===== src/rtl/dcw_pkg.sv =====
package dcw_pkg;

    typedef enum logic [1:0] {
        PAIR_IDLE  = 2'd0,
        PAIR_HAVE1 = 2'd1,
        PAIR_HAVE2 = 2'd2
    } pair_state_e;

    typedef struct packed {
        logic to;
        logic pdf;
        logic rst_pulse;
    } wdt_flags_t;

    function automatic int unsigned period_log2(input int unsigned base, input logic [1:0] sel);
        return base + int'(sel);
    endfunction

endpackage


===== src/rtl/dcw_prescale.sv =====
module dcw_prescale #(
    parameter int DIV_LOG2 = 8
) (
    input  logic clk,
    input  logic rst,
    input  logic run_i,
    input  logic restart_i,
    output logic tick_o
);
    generate
        if (DIV_LOG2 == 0) begin : g_nodiv
            assign tick_o = run_i && !restart_i;
        end else begin : g_div
            logic [DIV_LOG2-1:0] pre_q;
            always_ff @(posedge clk) begin
                if (rst || restart_i || !run_i) pre_q <= '0;
                else                            pre_q <= pre_q + 1'b1;
            end
            assign tick_o = run_i && !restart_i && (&pre_q);
        end
    endgenerate
endmodule


===== src/rtl/dcw_counter.sv =====
module dcw_counter
    import dcw_pkg::*;
#(
    parameter int BASE_LOG2 = 12
) (
    input  logic       clk,
    input  logic       rst,
    input  logic       run_i,
    input  logic       restart_i,
    input  logic       tick_i,
    input  logic [1:0] sel_i,
    output logic       expire_o
);
    localparam int CW = BASE_LOG2 + 3;

    logic [CW-1:0] cnt_q;
    logic [CW-1:0] last_v;

    always_comb begin
        last_v = (CW'(1) << period_log2(BASE_LOG2, sel_i)) - CW'(1);
    end

    always_ff @(posedge clk) begin
        if (rst || restart_i || !run_i) cnt_q <= '0;
        else if (tick_i)                cnt_q <= (cnt_q == last_v) ? '0 : cnt_q + 1'b1;
    end

    assign expire_o = tick_i && (cnt_q == last_v);
endmodule


===== src/rtl/dcw_clr_pair.sv =====
module dcw_clr_pair
    import dcw_pkg::*;
(
    input  logic clk,
    input  logic rst,
    input  logic dual_i,
    input  logic clr1_i,
    input  logic clr2_i,
    input  logic flush_i,
    output logic eff_o
);
    pair_state_e st_q, st_d;

    always_comb begin
        if (!dual_i) eff_o = clr1_i || clr2_i;
        else         eff_o = (clr1_i && clr2_i)
                           || (clr1_i && st_q == PAIR_HAVE2)
                           || (clr2_i && st_q == PAIR_HAVE1);
    end

    always_comb begin
        if (flush_i || eff_o) st_d = PAIR_IDLE;
        else if (clr1_i)      st_d = PAIR_HAVE1;
        else if (clr2_i)      st_d = PAIR_HAVE2;
        else                  st_d = st_q;
    end

    always_ff @(posedge clk) begin
        if (rst) st_q <= PAIR_IDLE;
        else     st_q <= st_d;
    end
endmodule


===== src/rtl/dual_clear_watchdog.sv =====
module dual_clear_watchdog
    import dcw_pkg::*;
#(
    parameter int BASE_LOG2 = 12,
    parameter int DIV_LOG2  = 8
) (
    input  logic       clk,
    input  logic       rst,
    input  logic       en_cfg_i,
    input  logic       dual_cfg_i,
    input  logic [1:0] sel_cfg_i,
    input  logic       clr1_i,
    input  logic       clr2_i,
    input  logic       halt_i,
    output logic       to_flag_o,
    output logic       pdf_flag_o,
    output logic       wdt_rst_o
);
    logic       pair_eff;
    logic       clear_eff;
    logic       restart;
    logic       tick;
    logic       expire;
    wdt_flags_t flags_q;

    assign clear_eff = pair_eff && !halt_i;
    assign restart   = halt_i || clear_eff;

    dcw_clr_pair u_pair (
        .clk     (clk),
        .rst     (rst),
        .dual_i  (dual_cfg_i),
        .clr1_i  (clr1_i),
        .clr2_i  (clr2_i),
        .flush_i (halt_i || expire),
        .eff_o   (pair_eff)
    );

    dcw_prescale #(.DIV_LOG2(DIV_LOG2)) u_pre (
        .clk       (clk),
        .rst       (rst),
        .run_i     (en_cfg_i),
        .restart_i (restart),
        .tick_o    (tick)
    );

    dcw_counter #(.BASE_LOG2(BASE_LOG2)) u_cnt (
        .clk       (clk),
        .rst       (rst),
        .run_i     (en_cfg_i),
        .restart_i (restart),
        .tick_i    (tick),
        .sel_i     (sel_cfg_i),
        .expire_o  (expire)
    );

    always_ff @(posedge clk) begin
        if (rst) begin
            flags_q <= '0;
        end else begin
            flags_q.rst_pulse <= expire;
            if (halt_i) begin
                flags_q.pdf <= 1'b1;
                flags_q.to  <= 1'b0;
            end else if (clear_eff) begin
                flags_q.pdf <= 1'b0;
                flags_q.to  <= 1'b0;
            end else if (expire) begin
                flags_q.to  <= 1'b1;
            end
        end
    end

    assign to_flag_o  = flags_q.to;
    assign pdf_flag_o = flags_q.pdf;
    assign wdt_rst_o  = flags_q.rst_pulse;
endmodule


===== config.mk =====
export PLATFORM = sky130hd
export DESIGN_NAME = dual_clear_watchdog
export DESIGN_NICKNAME = d
export VERILOG_FILES = /design/src/rtl/dcw_pkg.sv /design/src/rtl/dcw_prescale.sv /design/src/rtl/dcw_counter.sv /design/src/rtl/dcw_clr_pair.sv /design/src/rtl/dual_clear_watchdog.sv
export SDC_FILE = /design/constraint.sdc
export NUM_CORES = 1
export LEC_CHECK = 0
export BUFFER_PORTS_ARGS = -buffer_cell sky130_fd_sc_hd__clkbuf_2
export CELL_PAD_IN_SITES_DETAIL_PLACEMENT = 2
export CELL_PAD_IN_SITES_GLOBAL_PLACEMENT = 2
export CORE_MARGIN = 10
export CORE_UTILIZATION = 40
export CTS_BUF_LIST = sky130_fd_sc_hd__clkbuf_4 sky130_fd_sc_hd__clkbuf_8
export DETAILED_ROUTE_END_ITERATION = 16
export GPL_ROUTABILITY_DRIVEN = 1
export PLACE_DENSITY_LB_ADDON = 0.2
export SETUP_SLACK_MARGIN = 0.15
export SLEW_MARGIN = 5
export SYNTH_ARGS = -nofsm -noshare
export SYNTH_HDL_FRONTEND = slang
export SYNTH_SLANG_ARGS = --single-unit

===== constraint.sdc =====
create_clock -name clk -period 3.9 [get_ports clk]
set_input_delay 0.78 -clock clk [delete_from_list [all_inputs] [get_ports clk]]
set_output_delay 0.78 -clock clk [all_outputs]
set_load 0.05 [all_outputs]

# --- Yosys cells after proc, flatten, opt, wreduce, memory -nomap -nowiden ---
# Index checks and enable logic that the tools add are counted.
classes:
  muxes: 6
  n_reduce_logical: 24
  add_sub_neg: 4
  shifts: 1
  eq_ne: 3
op_table:
  columns: ["op", "n"]
  rows:
  - ["1-bit by 32-bit left shift with 15-bit output, first input constant", 1]
  - ["15-bit by 1-bit adder with 15-bit output, second input constant", 1]
  - ["15-bit == test", 1]
  - ["15-bit two-way mux", 1]
  - ["15-bit by 2-bit subtractor with 15-bit output, second input constant", 1]
  - ["8-bit by 1-bit adder with 8-bit output, second input constant", 1]
  - ["1-bit logical OR", 8]
  - ["8-bit AND reduction", 1]
  - ["1-bit logical AND", 7]
  - ["3-bit OR reduction", 2]
  - ["4-bit by 2-bit adder with 5-bit output, first input constant", 1]
  - ["1-bit two-way mux", 5]
  - ["2-bit nonzero test", 2]
  - ["1-bit zero test", 3]
  - ["2-bit by 1-bit == test with 1-bit output, second input constant", 1]
  - ["2-bit == test, second input constant", 1]
  - ["2-bit OR reduction", 1]
word_totals:
  register_bits: 28
  elab_cells: 45
  input_bits: 9
  output_inout_bits: 3

# --- Longest topological paths before layout ---
# Gate-level depths: netlist (run 1).
logic_depth:
  depth_word: 14
  depth_mapped: 7
  ltp_nobuf: 6

# --- Cells and area by module ---
# Synthesis (run 1) repeated with hierarchy kept, for this count alone.
unflattened:
  cells_unflattened: 147
  hier_area_um2: 1316.3
by_module_without_submodules:
  columns: ["mod", "seq_area_each_um2", "area_each_um2", "instances", "cells_per_inst"]
  rows:
  - ["dcw_counter", 300.3, 759.5, 1, 84]
  - ["dcw_prescale", 160.2, 336.6, 1, 37]
  - ["dcw_clr_pair", 40.0, 110.1, 1, 15]
  - ["dual_clear_watchdog", 60.1, 110.1, 1, 11]

# --- Worst setup path after synthesis (run 1) ---
# Ideal clock, no wire load.
synth_timing:
  path_kind: "input to register"
  startpoint: "input port clr2_i"
  endpoint: "register u_cnt.cnt_q[13]"
  cell_stages: 6
  path_slack_ns: 1.699
  arrival_ns: 2.131
  setup_ns: 0.070
  n_path_buf: 1
  cell_sequence: "o21ba_1 > a311oi_4 > nand4_1 > clkbuf_1 > or3_1 > a21oi_1"
synth_between:
  elab_chain_cells: 9
  elab_cells_between_ends: 13
synth_lines:
  columns: ["element", "line_no", "source"]
  rows:
  - ["from (decl)", "dual_clear_watchdog.sv:13", "input logic clr2_i,"]
  - ["1-bit logical AND", "dcw_clr_pair.sv:16", "else eff_o = (clr1_i && clr2_i)"]
  - ["1-bit logical OR", "dcw_clr_pair.sv:17", "|| (clr1_i && st_q == PAIR_HAVE2)"]
  - ["1-bit logical OR", "dcw_clr_pair.sv:18", "|| (clr2_i && st_q == PAIR_HAVE1);"]
  - ["1-bit two-way mux (*)", "dcw_clr_pair.sv:15", "if (!dual_i) eff_o = clr1_i || clr2_i;"]
  - ["1-bit logical AND (*)", "dual_clear_watchdog.sv:26", "assign clear_eff = pair_eff && !halt_i;"]
  - ["1-bit logical OR (*)", "dual_clear_watchdog.sv:27", "assign restart = halt_i || clear_eff;"]
  - ["1-bit zero test", "dcw_prescale.sv:19", "assign tick_o = run_i && !restart_i && (&pre_q);"]
  - ["1-bit logical AND (2 in series)", "dcw_prescale.sv:19", null]
  - ["to (signal assigned)", "dcw_counter.sv:25", "else if (tick_i) cnt_q <= (cnt_q == last_v) ? '0 : cnt_q + 1'b1;"]
  - ["to (decl)", "dcw_counter.sv:16", "logic [CW-1:0] cnt_q;"]
# Mark *: on every way between the ends. The rest lies on a longest branch, timed or not.
# A chain may end at the register's enable or synchronous reset.

# --- Worst setup path in the final report (run 1) ---
layout_timing:
  startpoint: "input port clr1_i"
  endpoint: "register u_cnt.cnt_q[1]"
layout_between:
  elab_chain_cells: 9
  elab_cells_between_ends: 13
layout_lines:
  columns: ["element", "line_no", "source"]
  rows:
  - ["from (decl)", "dual_clear_watchdog.sv:12", "input logic clr1_i,"]
  - ["1-bit logical AND, on equally long branches", "dcw_clr_pair.sv:16, dcw_clr_pair.sv:17", null]
  - ["1-bit logical OR", "dcw_clr_pair.sv:17", null]
  - ["1-bit logical OR", "dcw_clr_pair.sv:18", null]
  - ["1-bit two-way mux (*)", "dcw_clr_pair.sv:15", null]
  - ["1-bit logical AND (*)", "dual_clear_watchdog.sv:26", null]
  - ["1-bit logical OR (*)", "dual_clear_watchdog.sv:27", null]
  - ["1-bit zero test", "dcw_prescale.sv:19", null]
  - ["1-bit logical AND (2 in series)", "dcw_prescale.sv:19", null]
# Marks and branches as above.

==> run summary, run 1 <==
highest clock rate: 362 MHz
Leak: 0.000479 µW
CTS tree: built
Final setup viols: 0
Slew Limit Fails: 0
Setup Crit Path Kind: in -> reg
final wirelength: 3450 µm
cell count after synthesis: 149
hpwl dp: 2570 µm
share of cells above drive strength 1: 12.4%
Final Hold Fails: 0
Yosys reg bits: 28
worst path required time: 4.10 ns
H-tree depth: 1
Final Critical Period: 2.77 ns
Critical Path End Type: flip-flop
Sinks on Clock Net: 28
number of global-route vias before repair: 1283
syn avg cell area: 8.75 µm²
Final ANT Viol Nets: 0
Die Height: 77.1 µm
post-synthesis sequential area ratio: 43.0%
Cell Pwr Density: 320 nW/µm²
status: finished clean
Slew headroom: 31.0%
Inst Count DP: 201
post_cts resized: 0
Fin Setup TNS: 0 ns
Skew-Pair Late Insertion Delay: 0.33 ns
IO Pins: 12
Clock Path Buffers: 2
Clock Skews: 0.00422 ns
initial antenna violation count: 0
hold_buf cts: 0
Max VDD drop: 144 µV
routability congestion estimate: 0.705
Worst EP arrival: 2.97 ns
Core Area: 3080 µm²
vias after detailed routing: 1155
Row Count: 20
die width: 77.1 µm
final worst-path cycle share: 70.9%
DR iter-0 viols: 55
CTS Buf Count: 3
Area growth, synth to finish: 10.3%
Root Driver: clkbuf_4
Synth Net Count: 160
# Max-Cap Violations: 0
largest net degree at the start of global routing: 16
number of buffers inserted to repair setup after CTS: 0
non-filler cells, final: 205
clk slew on worst S/H paths: 0.15 ns
Ys Warns: 0
Mapped Area: 1300 µm²
Worst Path Max Fanout: 13
vias per inst: 5.63
GRT Util Overall: 12.2%
starting density of the core: 42.4%
Hold WC Path Type: reg -> reg
WL/cell: 16.8 µm
synth unique cells: 35
slew of the pin with the lowest slew margin: 1.03 ns
unrepaired setup endpoints after global routing: false
global-route wire length before repair: 6190 µm
grt ovf: 0
drt pass-1 iters: 4
number of inserted diodes: 0
Startpoint Class: input port
Net count, final: 173
Port Buffers: 11
most common library cell in the layout ignoring fill and taps: dfxtp_1
die footprint: 5940 µm²
most frequent cells in the layout: 28 x dfxtp_1, 16 x nor2_1, 12 x a21oi_1
Post-route DRC: 0
-- flip-flops by register name, indices dropped and copies added (netlist names) --
register / cells
pdf_flag_o: 1
to_flag_o: 1
u_cnt.cnt_q: 15
u_pre.g_div.pre_q: 8
wdt_rst_o: 1
u_pair.st_q: 2
-- final timing paths --
kind                         from              to  slack [ns]  depth (start not counted)
max                        clr1_i  u_cnt.cnt_q[1]        1.13                          6
min                u_cnt.cnt_q[9]  u_cnt.cnt_q[9]        0.52                          2
max reg2reg  u_pre.g_div.pre_q[0]  u_cnt.cnt_q[1]        1.25                          6
min reg2reg        u_cnt.cnt_q[9]  u_cnt.cnt_q[9]        0.52                          2
-- report_power, final --
part	total [µW]	leakage [µW]	internal, µW	switching (µW)
Clock	145	0.0000210	57.3	88.1
Sequential	289	0.000226	288	1.33
Combinational	25.0	0.000232	8.73	16.3
Total	459	0.000479	354	106
-- cell type report --
cell class | count | area, µm²
fillers | 358 | 1640
multi-input cells | 113 | 712
flip-flops and latches | 28 | 561
repair buffers | 11 | 55.1
well taps | 44 | 55.1
clock buffers | 4 | 36.3
inverters | 5 | 18.8
-- synthesized netlist by cell type --
| master | instances | share of area, % |
|---|---|---|
| nand4b_1 | 1 | 0.67 |
| nor3_1 | 2 | 0.77 |
| xor2_1 | 7 | 4.7 |
| o21ai_0 | 11 | 4.2 |
| and4_1 | 2 | 1.3 |
| buf_2 | 1 | 0.38 |
| xnor2_1 | 2 | 1.3 |
| or4_1 | 2 | 1.2 |
| nand2b_1 | 1 | 0.48 |
| mux2i_1 | 2 | 1.5 |
| a311oi_4 | 1 | 2.0 |
| a31oi_1 | 2 | 0.96 |
| nand4_1 | 9 | 4.3 |
| or3_1 | 10 | 4.8 |
| clkbuf_1 | 2 | 0.58 |
| and3_1 | 2 | 0.96 |
| o21ba_2 | 1 | 0.77 |
| o21ai_1 | 1 | 0.38 |
| inv_1 | 5 | 1.4 |
| or2_2 | 1 | 0.48 |
| and2_1 | 3 | 1.4 |
| nor2b_1 | 1 | 0.48 |
| o31ai_2 | 1 | 0.96 |
| nand3_1 | 8 | 3.1 |
| and4b_1 | 1 | 0.77 |
| nand4_2 | 1 | 0.96 |
| nor4_1 | 2 | 0.96 |
| nor2_1 | 16 | 4.6 |
| nand3b_1 | 2 | 1.2 |
| o21ba_1 | 1 | 0.77 |
| ha_1 | 2 | 1.9 |
| a21oi_1 | 12 | 4.6 |
| dfxtp_1 | 28 | 43 |
| nand2_1 | 5 | 1.4 |
| o31ai_1 | 1 | 0.58 |
-- worst max-delay path, stage by stage --
cell,delay (ns)
clkbuf_2,0.13
o21ba_1,0.21
a311oi_4,0.43
nand4_2,0.37
o31ai_2,0.93
nor2_1,0.11
-- cells by family after synthesis --
group                      Yosys count  share of synthesized area, %
buffers and inverters                8                          2.40
xor gates and xnor gates             9                          6.05
AOI/OAI and AO/OA                   31                          15.3
and+or+nand+nor                     69                          29.8
DFF                                 28                          43.0
muxes                                2                          1.54
adders and majority gates            2                          1.92
-- metal layers --
metal  track usage (%)  part of all wire, %  wire length (µm)
met3              2.80                  3.4               118
met2              20.7                   46              1600
met1              14.8                   49              1680
met5                 0                    0                 0
met4              3.83                  1.4                47
-- stage by stage --
stage               hold slack (ns)  total power (µW)  instance area [µm²]  utilization, %  setup slack [ns]
global route                  0.542               479                 1440            46.7             0.942
global placement              0.470               319                 1400            45.5             0.985
CTS                           0.523               462                 1440            46.7              1.18
detailed placement            0.487               320                 1400            45.5             0.804
finish                        0.521               459                 1440            46.7              1.13
floorplan                     0.442               309                 1300               -              1.70
(Power assumes the default switching activity.)
==> inputs of run 2 (changes only) <==
--- a/config.mk
+++ b/config.mk
@@ -9,7 +9,7 @@
 export CELL_PAD_IN_SITES_DETAIL_PLACEMENT = 2
 export CELL_PAD_IN_SITES_GLOBAL_PLACEMENT = 2
 export CORE_MARGIN = 10
-export CORE_UTILIZATION = 40
+export CORE_UTILIZATION = 37
 export CTS_BUF_LIST = sky130_fd_sc_hd__clkbuf_4 sky130_fd_sc_hd__clkbuf_8
 export DETAILED_ROUTE_END_ITERATION = 16
 export GPL_ROUTABILITY_DRIVEN = 1
==> constraint.sdc (replaced) <==
create_clock -name clk -period 2.79 [get_ports clk]
set_input_delay 0.558 -clock clk [delete_from_list [all_inputs] [get_ports clk]]
set_output_delay 0.558 -clock clk [all_outputs]
set_load 0.05 [all_outputs]
==> run 2 against run 1 <==
Combinational power rose by 54%. Clock-buffer cell count fell by 1. Sequential cell count did not move. Largest power group unchanged.
==> run summary, run 2 (same netlist as run 1, synthesis figures left out) <==
CTS Buf Count: 3 (unchanged)
crit path capture: u_cnt.cnt_q[9] (was u_cnt.cnt_q[1])
switch share: 21.3% (was 23.0%)
Final Hold Fails: 0 (unchanged)
share of cells above drive strength 1: 14.0% (was 12.4%)
register-to-register path setup slack: 0.44 ns (was 1.25 ns)
Max VDD drop: 200 µV (was 144 µV)
Port Buffers: 11 (unchanged)
most frequent cells in the layout: 28 x dfxtp_1, 16 x nor2_1, 12 x a21oi_1 (unchanged)
non-filler cells, final: 210 (was 205)
Net count, final: 176 (was 173)
Worst EP arrival: 2.57 ns (was 2.97 ns)
Design Area, Final: 1480 µm² (was 1440 µm²)
Clk pwr share: 38.1% (was 31.6%)
initial antenna violation count: 0 (unchanged)
IO Pins: 12 (unchanged)
number of global-route vias before repair: 1275 (was 1283)
Startpoint Class: flip-flop (was input port)
most common library cell in the layout ignoring fill and taps: dfxtp_1 (unchanged)
Final setup viols: 0 (unchanged)
grt ovf: 0 (unchanged)
Setup Crit Path Kind: reg -> reg (was in -> reg)
Seq pwr share: 56.5% (was 62.9%)
Sinks on Clock Net: 28 (unchanged)
Post-route DRC: 0 (unchanged)
final worst-path cycle share: 84.1%
Clock Skews: 0.00769 ns (was 0.00422 ns)
final wirelength: 3510 µm (was 3450 µm)
Final ANT Viol Nets: 0 (unchanged)
NetSw: 152 µW (was 106 µW)
Fin Setup TNS: 0 ns (unchanged)
Skew-Pair Late Insertion Delay: 0.33 ns (about the same)
DR iter-0 viols: 65 (was 55)
routability congestion estimate: 0.790 (was 0.705)
clk slew on worst S/H paths: 0.16 ns (was 0.15 ns)
Biggest register: u_cnt.cnt_q (unchanged)
H-tree depth: 1 (unchanged)
largest net degree at the start of global routing: 17 (was 16)
WL/cell: 16.7 µm (was 16.8 µm)
Clock Path Buffers: 2 (unchanged)
Cell Pwr Density: 483 nW/µm² (was 320 nW/µm²)
Area growth, synth to finish: 13.4% (was 10.3%)
Die Height: 79.4 µm (was 77.1 µm)
GRT Util Overall: 11.9% (was 12.2%)
Core Area: 3360 µm² (was 3080 µm²)
global-route wire length before repair: 6130 µm (was 6190 µm)
slew of the pin with the lowest slew margin: 0.456 ns (was 1.03 ns)
post_cts resized: 0 (unchanged)
Comb power frac: 5.4% (about the same)
Int Power: 562 µW (was 354 µW)
unrepaired setup endpoints after global routing: false (unchanged)
Leak: 0.000500 µW (was 0.000479 µW)
starting density of the core: 38.8% (was 42.4%)
CTS tree: built (unchanged)
number of buffers inserted to repair setup after CTS: 0 (unchanged)
hold_buf cts: 0 (unchanged)
max reg flops: 15 (unchanged)
Placed Area: 1430 µm² (was 1400 µm²)
Final Critical Period: 2.35 ns
status: finished clean (unchanged)
drt pass-1 iters: 4 (unchanged)
Hold WC Path Type: in -> reg (was reg -> reg)
Inst Count DP: 206 (was 201)
# Max-Cap Violations: 0 (unchanged)
vias after detailed routing: 1155 (unchanged)
die footprint: 6300 µm² (was 5940 µm²)
Root Driver: clkbuf_4 (unchanged)
worst path required time: 3.01 ns (was 4.10 ns)
Critical Path End Type: flip-flop (unchanged)
highest clock rate: 426 MHz
die width: 79.4 µm (was 77.1 µm)
vias per inst: 5.50 (was 5.63)
Critical Path Source: u_pre.g_div.pre_q[0] (was clr1_i)
WHS Path Cells: 2 (unchanged)
Critical R2R Launch: u_pre.g_div.pre_q[0] (unchanged)
worst r2r dst: u_cnt.cnt_q[9] (was u_cnt.cnt_q[1])
biggest regs: u_cnt.cnt_q: 15 flops, u_pre.g_div.pre_q: 8 flops, u_pair.st_q: 2 flops (unchanged)
hpwl dp: 2600 µm (was 2570 µm)
Slew headroom: 69.5% (was 31.0%)
number of inserted diodes: 0 (unchanged)
Slew Limit Fails: 0 (unchanged)
worst-case reg-to-reg path depth: 7 (was 6)
Row Count: 21 (was 20)
Worst Path Max Fanout: 13 (unchanged)
## run 2: cell types whose count changed in the layout (fill, tap and decap cells not counted), sizes merged
cell    previous run  this run
clkbuf            15        14
bufinv             0         1
buf                0         3
## run 2: final cells by class
cell class / instances / area (µm²)
fill: 409 / 1880
multi-input combinational: 113 / 712
sequential: 28 / 561
timing repair buffer: 14 / 77.6
tap: 46 / 57.6
clock inverter: 1 / 30.0
clock buffer: 3 / 22.5
inverter: 5 / 18.8
## run 2: metal layers
layer	up-vias	share of wire (%)	GRT usage, %
li1	576	-	-
met5	-	0	0
met1	569	45	14.5
met3	2	1.5	1.80
met2	8	53	21.1
met4	0	0.63	3.23
## run 2: critical path, cell delays in order, from the launching register on
cell     delay [ns]
dfxtp_1        0.45
ha_1           0.30
and4_1         0.21
and2_1         0.22
nand4_2        0.31
o31ai_2        0.42
buf_4          0.26
a21oi_1        0.06
## run 2: stage by stage
stage                     setup slack (ns)  hold slack, ns  util, %  power [µW]
after floorplan                      0.811           0.442        -         432
after global placement               0.497           0.468     42.4         449
after detailed placement             0.379           0.478     42.4         451
after CTS                            0.431           0.425     44.0         724
after global routing                 0.224           0.419     44.0         747
final                                0.445           0.437     44.0         715
## run 2: worst min-delay path by stage
stage / startpoint / end / slack [ns]
after floorplan: u_pre.g_div.pre_q[0] / u_pre.g_div.pre_q[0] / 0.44
after global placement: to_flag_o / to_flag_o / 0.47
after detailed placement: to_flag_o / to_flag_o / 0.48
after CTS: rst / pdf_flag_o / 0.42
after global routing: rst / pdf_flag_o / 0.42
final: rst / pdf_flag_o / 0.44
## run 2: power groups by stage
stage	Sequential [µW]	Combinational (µW)	Clock, µW
2_1_floorplan	415	16.8	0
3_3_place_gp	412	36.4	0
3_5_place_dp	413	38.9	0
4_1_cts	404	39.2	281
5_1_grt	405	43.3	299
6_report	404	38.6	272
==> inputs of run 3 (changes only) <==
--- a/config.mk
+++ b/config.mk
@@ -9,7 +9,7 @@
 export CELL_PAD_IN_SITES_DETAIL_PLACEMENT = 2
 export CELL_PAD_IN_SITES_GLOBAL_PLACEMENT = 2
 export CORE_MARGIN = 10
-export CORE_UTILIZATION = 37
+export CORE_UTILIZATION = 33
 export CTS_BUF_LIST = sky130_fd_sc_hd__clkbuf_4 sky130_fd_sc_hd__clkbuf_8
 export DETAILED_ROUTE_END_ITERATION = 16
 export GPL_ROUTABILITY_DRIVEN = 1
==> constraint.sdc (replaced) <==
create_clock -name clk -period 2.1 [get_ports clk]
set_input_delay 0.42 -clock clk [delete_from_list [all_inputs] [get_ports clk]]
set_output_delay 0.42 -clock clk [all_outputs]
set_load 0.05 [all_outputs]
==> run 3 against run 2 <==
Clock skew down 0.00059 ns. Register-to-register slack lost 0.23 ns. Combinational power up 64%. Die area up 9.0%. Sequential cell count unchanged. Worst setup slack lost 0.23 ns. Core utilization up 1.8 points. Largest cell class unchanged. Sequential share of layout area is 5.0 points lower. First-iteration DRC count decreased by 46%. Fmax up 25%. Global-route usage fell by 0.54 points. Clock-buffer cell count unchanged. Highest routed layer unchanged.
==> run summary, run 3 (same netlist as run 1, synthesis figures left out) <==
Clk pwr share: 42.4% (was 38.1%)
Leak: 0.000598 µW (was 0.000500 µW)
Worst Hold Launch: rst (unchanged)
Max VDD drop: 226 µV (was 200 µV)
vias per inst: 5.44 (was 5.50)
Worst EP arrival: 2.10 ns (was 2.57 ns)
worst r2r dst: u_cnt.cnt_q[14] (was u_cnt.cnt_q[9])
Clock Skews: 0.00710 ns (was 0.00769 ns)
Slew headroom: 74.1% (was 69.5%)
final worst-path cycle share: 89.7% (was 84.1%)
GRT Util Overall: 11.4% (was 11.9%)
Critical Path End Type: flip-flop (unchanged)
Core Area: 3740 µm² (was 3360 µm²)
Setup Crit Path Kind: reg -> reg (unchanged)
number of fill cells: 434 (was 409)
CTS tree: built (unchanged)
hold_ws: 0.366 ns (was 0.437 ns)
H-tree depth: 1 (unchanged)
number of inserted diodes: 0 (unchanged)
switch share: 21.6% (was 21.3%)
routability congestion estimate: 0.764 (was 0.790)
biggest regs: u_cnt.cnt_q: 15 flops, u_pre.g_div.pre_q: 8 flops, u_pair.st_q: 2 flops (unchanged)
Cell Pwr Density: 608 nW/µm² (was 483 nW/µm²)
Final setup viols: 0 (unchanged)
PnR Total Power: 1040 µW (was 715 µW)
Skew-Pair Late Insertion Delay: 0.28 ns (was 0.33 ns)
Final ANT Viol Nets: 0 (unchanged)
IO Pins: 12 (unchanged)
register-to-register path setup slack: 0.22 ns (was 0.44 ns)
Design Area, Final: 1710 µm² (was 1480 µm²)
Comb power frac: 6.1% (was 5.4%)
Startpoint Class: flip-flop (unchanged)
highest clock rate: 531 MHz (was 426 MHz)
WL/cell: 17.8 µm (was 16.7 µm)
Area growth, synth to finish: 31.4% (was 13.4%)
largest net degree at the start of global routing: 17 (unchanged)
hold_buf cts: 0 (unchanged)
Die Height: 82.9 µm (was 79.4 µm)
Biggest register: u_cnt.cnt_q (unchanged)
status: finished clean (unchanged)
Worst Path Max Fanout: 5 (was 13)
share of cells above drive strength 1: 28.0% (was 14.0%)
Slew Limit Fails: 0 (unchanged)
final wirelength: 4150 µm (was 3510 µm)
CTS Buf Count: 3 (unchanged)
clk slew on worst S/H paths: 0.11 ns (was 0.16 ns)
DR iter-0 viols: 35 (was 65)
grt ovf: 0 (unchanged)
drt pass-1 iters: 4 (unchanged)
hpwl dp: 2960 µm (was 2600 µm)
Hold WC Path Type: in -> reg (unchanged)
Placed Area: 1560 µm² (was 1430 µm²)
Final Hold Fails: 0 (unchanged)
WHS Path Cells: 2 (unchanged)
Sinks on Clock Net: 28 (unchanged)
Root Driver: clkbuf_8 (was clkbuf_4)
vias after detailed routing: 1274 (was 1155)
worst path required time: 2.32 ns (was 3.01 ns)
Clock Path Buffers: 2 (unchanged)
unrepaired setup endpoints after global routing: false (unchanged)
Final Critical Period: 1.88 ns (was 2.35 ns)
most frequent cells in the layout: 26 x dfxtp_1, 23 x buf_4, 15 x nor2_1 (was 28 x dfxtp_1, 16 x nor2_1, 12 x a21oi_1)
NetSw: 224 µW (was 152 µW)
Endpoint, Worst Hold: pdf_flag_o (unchanged)
Net count, final: 198 (was 176)
Row Count: 22 (was 21)
slew of the pin with the lowest slew margin: 0.387 ns (was 0.456 ns)
Critical R2R Launch: u_pre.g_div.pre_q[1] (was u_pre.g_div.pre_q[0])
die footprint: 6860 µm² (was 6300 µm²)
Port Buffers: 11 (unchanged)
worst-case reg-to-reg path depth: 7 (unchanged)
Seq pwr share: 51.5% (was 56.5%)
most common library cell in the layout ignoring fill and taps: dfxtp_1 (unchanged)
max reg flops: 15 (unchanged)
Post-route DRC: 0 (unchanged)
number of global-route vias before repair: 1367 (was 1275)
starting density of the core: 34.8% (was 38.8%)
initial antenna violation count: 0 (unchanged)
die width: 82.9 µm (was 79.4 µm)
# Max-Cap Violations: 0 (unchanged)
Int Power: 816 µW (was 562 µW)
global-route wire length before repair: 6690 µm (was 6130 µm)
==> run 3: metrics by stage <==
step	setup WS [ns]	utilization (%)	setup TNS, ns	std cells
2_1_floorplan	0.259	-	0	149
3_3_place_gp	-0.158	41.6	-1.85	225
3_5_place_dp	-0.301	41.6	-3.59	225
4_1_cts	0.161	44.2	0	229
5_1_grt	0.130	45.8	0	234
6_report	0.216	45.8	0	234
==> run 3: how the worst max path moves through the flow <==
stage	slack (ns)	from	endpoint	cells past startpoint
global placement	-0.16	sel_cfg_i[0]	u_cnt.cnt_q[14]	6
global route	0.13	u_cnt.cnt_q[6]	u_cnt.cnt_q[14]	6
floorplan	0.26	clr2_i	u_cnt.cnt_q[13]	6
finish	0.22	u_pre.g_div.pre_q[1]	u_cnt.cnt_q[14]	7
detailed placement	-0.30	sel_cfg_i[0]	u_cnt.cnt_q[3]	6
CTS	0.16	u_cnt.cnt_q[14]	u_cnt.cnt_q[3]	5
==> run 3: layout make-up <==
cell class                      instances  area (µm²)  share of cell area [%]
Inverter                                5        18.8                    1.10
Clock buffer                            3        41.3                    2.41
Multi-Input combinational cell        113         756                    44.1
Tap cell                               48        60.1                    3.51
Sequential cell                        28         563                    32.9
Clock inverter                          1        30.0                    1.75
Timing Repair Buffer                   36         244                    14.2
==> run 3: critical path, stage by stage (launching register included) <==
cell     delay, ns
dfxtp_1       0.39
ha_4          0.15
and4_1        0.19
and2_4        0.17
nand4_4       0.14
buf_6         0.17
or4_1         0.47
a21oi_1       0.15
==> run 3: metal layers <==
metal	GRT usage, %	share of wire, %	up-vias
li1	-	-	618
met4	4.31	1.6	0
met2	20.0	53	9
met5	0	0	-
met1	13.1	43	641
met3	2.25	2.2	6
==> run 3: timing repair <==
item / 4_1_cts / 5_1_grt
endpoints found under the setup margin: 13 / 16
gates cloned: 0 / 1
resized for setup: 5 / 6
buffers inserted: 0 / 4
pin swaps: 0 / 2
==> run 3: power groups by stage <==
| stage | Clock [µW] | Combinational, µW | Sequential, µW |
|---|---|---|---|
| floorplan | 0 | 22.3 | 552 |
| global placement | 0 | 55.0 | 547 |
| finish | 442 | 63.3 | 536 |
| detailed placement | 0 | 59.4 | 548 |
| global route | 478 | 69.1 | 537 |
| CTS | 452 | 61.8 | 536 |
